### src/rtl/lvr_pkg.sv
package lvr_pkg;

  typedef enum logic [2:0] {
    ST_IDLE       = 3'd0,
    ST_LOW_SUPPLY = 3'd1,
    ST_SETTLE     = 3'd2,
    ST_PIN_HOLD   = 3'd3,
    ST_CPU_HOLD   = 3'd4
  } lvr_state_t;

endpackage

### src/rtl/lvr_rst_sync.sv
module lvr_rst_sync #(
  parameter int STAGES = 2
) (
  input  logic clk,
  input  logic arst_n,
  output logic rst_n_o
);

  logic [STAGES-1:0] chain_q;

  generate
    if (STAGES == 1) begin : g_single
      always_ff @(posedge clk or negedge arst_n) begin
        if (!arst_n) chain_q <= 1'b0;
        else         chain_q <= 1'b1;
      end
    end else begin : g_multi
      always_ff @(posedge clk or negedge arst_n) begin
        if (!arst_n) chain_q <= '0;
        else         chain_q <= {chain_q[STAGES-2:0], 1'b1};
      end
    end
  endgenerate

  assign rst_n_o = chain_q[STAGES-1];

endmodule

### src/rtl/lvr_flag_sync.sv
module lvr_flag_sync #(
  parameter int STAGES  = 2,
  parameter bit RST_VAL = 1'b0
) (
  input  logic clk,
  input  logic rst_n,
  input  logic d_i,
  output logic q_o
);

  logic [STAGES-1:0] chain_q;

  generate
    if (STAGES == 1) begin : g_single
      always_ff @(posedge clk or negedge rst_n) begin
        if (!rst_n) chain_q <= RST_VAL;
        else        chain_q <= d_i;
      end
    end else begin : g_multi
      always_ff @(posedge clk or negedge rst_n) begin
        if (!rst_n) chain_q <= {STAGES{RST_VAL}};
        else        chain_q <= {chain_q[STAGES-2:0], d_i};
      end
    end
  endgenerate

  assign q_o = chain_q[STAGES-1];

endmodule

### src/rtl/lvr_phase_counter.sv
module lvr_phase_counter #(
  parameter int CNT_W = 13
) (
  input  logic             clk,
  input  logic             rst_n,
  input  logic             clr_i,
  input  logic             inc_i,
  output logic [CNT_W-1:0] cnt_o
);

  logic [CNT_W-1:0] cnt_q;
  logic [CNT_W-1:0] cnt_d;
  logic             cnt_en;

  always_comb begin
    cnt_en = clr_i | inc_i;
    if (clr_i) cnt_d = '0;
    else       cnt_d = cnt_q + 1'b1;
  end

  always_ff @(posedge clk or negedge rst_n) begin
    if (!rst_n)      cnt_q <= '0;
    else if (cnt_en) cnt_q <= cnt_d;
  end

  assign cnt_o = cnt_q;

endmodule

### src/rtl/lvr_seq_fsm.sv
module lvr_seq_fsm
  import lvr_pkg::*;
#(
  parameter int SETTLE_CYCLES = 4096,
  parameter int PIN_OFFSET    = 32,
  parameter int CPU_OFFSET    = 64,
  parameter int CNT_W         = 13
) (
  input  logic             clk,
  input  logic             rst_n,
  input  logic             low_s_i,
  input  logic             ok_s_i,
  input  logic [CNT_W-1:0] cnt_i,
  output logic             cnt_clr_o,
  output logic             cnt_inc_o,
  output logic             pin_n_o,
  output logic             clk_en_o,
  output logic             cpu_rel_o,
  output logic             lvi_o
);

  // The counter runs without a break from the start of settling to the CPU release.
  localparam logic [CNT_W-1:0] SETTLE_LAST = CNT_W'(SETTLE_CYCLES - 1);
  localparam logic [CNT_W-1:0] PIN_LAST    = CNT_W'(SETTLE_CYCLES + PIN_OFFSET - 1);
  localparam logic [CNT_W-1:0] CPU_LAST    = CNT_W'(SETTLE_CYCLES + CPU_OFFSET - 1);

  lvr_state_t state_q, state_d;
  logic       lvi_q, lvi_d;
  logic       cpu_q, cpu_d;

  always_comb begin
    state_d   = state_q;
    cnt_clr_o = 1'b0;
    cnt_inc_o = 1'b0;
    lvi_d     = 1'b0;
    cpu_d     = 1'b0;
    if (low_s_i && (state_q != ST_LOW_SUPPLY)) begin
      // a fall below the falling trip restarts from any phase
      state_d   = ST_LOW_SUPPLY;
      cnt_clr_o = 1'b1;
      lvi_d     = 1'b1;
    end else begin
      unique case (state_q)
        ST_IDLE: begin
          cnt_clr_o = 1'b1;
        end
        ST_LOW_SUPPLY: begin
          cnt_clr_o = 1'b1;
          if (!low_s_i && ok_s_i) state_d = ST_SETTLE;
        end
        ST_SETTLE: begin
          if (!ok_s_i) begin
            state_d   = ST_LOW_SUPPLY;
            cnt_clr_o = 1'b1;
          end else begin
            cnt_inc_o = 1'b1;
            if (cnt_i == SETTLE_LAST) state_d = ST_PIN_HOLD;
          end
        end
        ST_PIN_HOLD: begin
          cnt_inc_o = 1'b1;
          if (cnt_i == PIN_LAST) state_d = ST_CPU_HOLD;
        end
        ST_CPU_HOLD: begin
          if (cnt_i == CPU_LAST) begin
            state_d   = ST_IDLE;
            cnt_clr_o = 1'b1;
            cpu_d     = 1'b1;
          end else begin
            cnt_inc_o = 1'b1;
          end
        end
        default: begin
          state_d   = ST_LOW_SUPPLY;
          cnt_clr_o = 1'b1;
        end
      endcase
    end
  end

  always_ff @(posedge clk or negedge rst_n) begin
    if (!rst_n) begin
      state_q <= ST_IDLE;
      lvi_q   <= 1'b0;
      cpu_q   <= 1'b0;
    end else begin
      state_q <= state_d;
      lvi_q   <= lvi_d;
      cpu_q   <= cpu_d;
    end
  end

  always_comb begin
    pin_n_o   = (state_q == ST_IDLE) || (state_q == ST_CPU_HOLD);
    clk_en_o  = (state_q == ST_IDLE) || (state_q == ST_PIN_HOLD) ||
                (state_q == ST_CPU_HOLD);
    cpu_rel_o = cpu_q;
    lvi_o     = lvi_q;
  end

endmodule

### src/rtl/brownout_reset_seq.sv
module brownout_reset_seq #(
  parameter int SETTLE_CYCLES = 4096,
  parameter int PIN_OFFSET    = 32,
  parameter int CPU_OFFSET    = 64,
  parameter int SYNC_STAGES   = 2
) (
  input  logic clk,
  input  logic rst_n,
  input  logic supply_low_i,
  input  logic supply_ok_i,
  output logic rst_pin_n_o,
  output logic mod_clk_en_o,
  output logic cpu_release_o,
  output logic lvi_flag_o
);

  localparam int CNT_W = $clog2(SETTLE_CYCLES + CPU_OFFSET + 1);

  logic             rst_n_sync;
  logic             low_s;
  logic             ok_s;
  logic             cnt_clr;
  logic             cnt_inc;
  logic [CNT_W-1:0] cnt;

  lvr_rst_sync #(.STAGES(2)) rst_sync_i (
    .clk     (clk),
    .arst_n  (rst_n),
    .rst_n_o (rst_n_sync)
  );

  lvr_flag_sync #(.STAGES(SYNC_STAGES), .RST_VAL(1'b0)) low_sync_i (
    .clk   (clk),
    .rst_n (rst_n_sync),
    .d_i   (supply_low_i),
    .q_o   (low_s)
  );

  lvr_flag_sync #(.STAGES(SYNC_STAGES), .RST_VAL(1'b0)) ok_sync_i (
    .clk   (clk),
    .rst_n (rst_n_sync),
    .d_i   (supply_ok_i),
    .q_o   (ok_s)
  );

  lvr_phase_counter #(.CNT_W(CNT_W)) cnt_i (
    .clk   (clk),
    .rst_n (rst_n_sync),
    .clr_i (cnt_clr),
    .inc_i (cnt_inc),
    .cnt_o (cnt)
  );

  lvr_seq_fsm #(
    .SETTLE_CYCLES (SETTLE_CYCLES),
    .PIN_OFFSET    (PIN_OFFSET),
    .CPU_OFFSET    (CPU_OFFSET),
    .CNT_W         (CNT_W)
  ) fsm_i (
    .clk       (clk),
    .rst_n     (rst_n_sync),
    .low_s_i   (low_s),
    .ok_s_i    (ok_s),
    .cnt_i     (cnt),
    .cnt_clr_o (cnt_clr),
    .cnt_inc_o (cnt_inc),
    .pin_n_o   (rst_pin_n_o),
    .clk_en_o  (mod_clk_en_o),
    .cpu_rel_o (cpu_release_o),
    .lvi_o     (lvi_flag_o)
  );

endmodule

### config.mk
export PLATFORM = sky130hd
export DESIGN_NAME = brownout_reset_seq
export DESIGN_NICKNAME = d
export VERILOG_FILES = /design/src/rtl/lvr_pkg.sv /design/src/rtl/lvr_rst_sync.sv /design/src/rtl/lvr_flag_sync.sv /design/src/rtl/lvr_phase_counter.sv /design/src/rtl/lvr_seq_fsm.sv /design/src/rtl/brownout_reset_seq.sv
export SDC_FILE = /design/constraint.sdc
export NUM_CORES = 1
export LEC_CHECK = 0
export BUFFER_PORTS_ARGS = -buffer_cell sky130_fd_sc_hd__buf_2
export CAP_MARGIN = 5
export CELL_PAD_IN_SITES_DETAIL_PLACEMENT = 1
export CELL_PAD_IN_SITES_GLOBAL_PLACEMENT = 1
export CORE_MARGIN = 3
export CORE_UTILIZATION = 30
export DETAILED_ROUTE_END_ITERATION = 8
export MAX_ROUTING_LAYER = met4
export PLACE_DENSITY_LB_ADDON = 0.1
export RECOVER_POWER = 25
export SLEW_MARGIN = 0
export SYNTH_ARGS = -nofsm -noshare
export SYNTH_HDL_FRONTEND = slang
export SYNTH_SLANG_ARGS = --single-unit
### constraint.sdc
create_clock -name clk -period 2.7 [get_ports clk]
set_input_delay 0.54 -clock clk [delete_from_list [all_inputs] [get_ports clk]]
set_output_delay 0.54 -clock clk [all_outputs]
set_load 0.01 [all_outputs]
==> impl_metrics.ini <==
[outcome]
status = completed

[yosys]
syn_inst = 110
synth-seq-cells = 24
ys.warnings.count = 0
yosysSeqAreaShare = 0.519
synthTopCellsByArea = dfrtp_1 (52%), nor3_1 (5.2%), xnor2_1 (3.8%), a211oi_1 (3.2%), or4_1 (3.2%)
synth_ff_type = dfrtp_1
syn-num-nets = 115
syn_area_um2 = 1160
yosysTopAreaCellShare = 0.519
synth-edff-count = 0
yosysTopAreaCell = dfrtp_1
synthArstFlopShare = 1.00
syn_avg_cell_area_um2 = 10.5
yosys.cell_types.count = 37

[critical_path]
cp.required_ps = 2810
startpoint = cnt_i.cnt_o[7]
crit_buf_inv = 0
critPathTopFamily = simple AND/OR/NAND/NOR gates
max_stage_delay_ps = 570
crit_fanout = 12
timing.rr.start = cnt_i.cnt_o[7]
start_kind = register
worstPathArrival_ps = 2430
critical_path_class = reg -> reg
cpMaxStageDelayCell = or4b_4
rr_worst_depth = 4
crit_path_cell_trace = or4b_4, nor4_1, a2bb2oi_2, a2111oi_0
cp.depth = 4
end_kind = register

[route]
final_antenna_net_count = 0
vias = 860
avgViaCountPerCell = 5.28
drt_wl_total_mm = 2.45
drc = 0
drtIter0Drc = 43
drt-pass1-iter-count = 4
wl_per_cell_um = 15.0

[global_routing]
grt-ovfl-total = 0
first_global_vias = 887
antenna_found_initial = 0
grt.total_usage = 0.129
grt_max_degree = 23
grt_pass1_wl_mm = 4.29

[final_layout]
final_cell_mix = dfrtp_1 (24), nor3_1 (12), nor2_1 (7)
drive_gt1_frac = 0.120
antenna_cells = 0
area_growth_pct = 12.3
layout_commonest_cell = dfrtp_1
nets = 123

[die]
ioPinCount = 8
die_width_um = 68.1
core_area_um2 = 3520
start_util = 0.328
row_count = 21
die_y_um = 68.1
die_area_um2 = 4630

[clocking]
clk_latency_ps = 270
cts_tree = yes
cts_sinks = 24
ctsHoldBuffers = 0
clk_path_buf_depth = 2
clk_pin_slew_ps = 90
cts_resized = 0
htree_levels = 1
cts_setup_buffers = 0
root_buffer = clkbuf_8
numCtsBuffers = 3

[place]
dp_slack_ps = 402
numPortBuffers = 7
place.gp.congestion = 0.753
dpl.hpwl_mm = 1.75

[timing]
rsz0062_at_grt = no
tightest_slew_ps = 869
hold_viol_final = 0
finalSetupViolations = 0
finalMaxSlewViolations = 0
relSlewSlack = 0.420
period_needed_ps = 2320
skew_ps = 3.45
setup-tns-final_ps = 0
fmax_mhz = 432
fin_ws_ps = 384
min_period_over_period = 0.858

[power_and_ir_drop]
p_per_area_nw_per_um2 = 790
leakagePower_nw = 0.498
ir_drop_uv = 290

[job]
max_cap_viol_count = 0

[min_path]
hold_class = in -> async
cells in the mapped netlist (all sizes together), types with 2 or more instances:
cell type	count
dfrtp	24
nor3	12
nor2	7
a211oi	5
nand3	5
or4	5
xnor2	5
inv	4
nand2	4
nor2b	3
o31ai	3
a2111oi	2
buf	2
clkbuf	2
nand4	2
nor3b	2
nor4	2
o21a	2
or3	2
registers in the layout, indices dropped and copies added, names as in the netlist:
| signal | count |
|---|---|
| ok_sync_i.chain_q | 2 |
| fsm_i.cpu_rel_o | 1 |
| low_sync_i.chain_q | 2 |
| rst_sync_i.chain_q | 2 |
| fsm_i.lvi_o | 1 |
| fsm_i.state_q | 3 |
| cnt_i.cnt_o | 13 |
per-stage QoR:
step                hold WS, ps  cells  cell area, µm²  total power [mW]  utilization
detailed placement          327    159            1230             0.723        0.349
global placement            326    159            1230             0.716        0.349
CTS                        32.3    163            1300              1.04        0.369
floorplan                   244    110            1160             0.649            -
global route               25.8    163            1300              1.11        0.369
finish                     41.4    163            1300              1.03        0.369
cell families (layout without fill, tap and decap cells):
group                    after synthesis  count (layout)  share of synthesized area
AO/OA/AOI/OAI                         20              20                      0.141
XOR/XNOR                               6               6                     0.0455
adder cells (fa/ha/maj)                1               1                     0.0108
buffers and inverters                  8              15                     0.0303
flip-flops                            24              24                      0.519
multiplexers                           1               1                    0.00866
other                                  1               1                    0.00324
AND/OR/NAND/NOR                       49              49                      0.241
worst paths after layout:
check / to / slack (ps)
worst max-delay path: cnt_i.cnt_o[4] / 380
worst min-delay path: rst_sync_i.chain_q[1] / 40
worst max register to register: cnt_i.cnt_o[4] / 380
worst min register to register: fsm_i.state_q[0] / 360
max in group asynchronous: cnt_i.cnt_o[11] / 1800
min in group clk: low_sync_i.chain_q[1] / 360
report_power, final:
group	switching [mW]	internal, mW
logic	0.166	0.0960
clock network	0.117	0.198
registers	0.0541	0.395
routing by layer:
layer  GRT usage  vias to the layer above  part of all wire
met2       0.203                       15              0.47
met5           -                        -                 0
met4      0.0323                        0            0.0069
li1            -                      424                 -
met1       0.162                      419              0.49
met3      0.0394                        2             0.035
final cells by class:
| cell class | instances | area, µm² |
|---|---|---|
| tap | 46 | 57.6 |
| clock inverter | 1 | 30.0 |
| clock buffer | 3 | 41.3 |
| fill | 406 | 2220 |
| inverter | 4 | 15.0 |
| timing repair buffer | 7 | 33.8 |
| sequential | 24 | 601 |
| multi-input combinational | 78 | 520 |
Power figures use the tool's default switching activity.
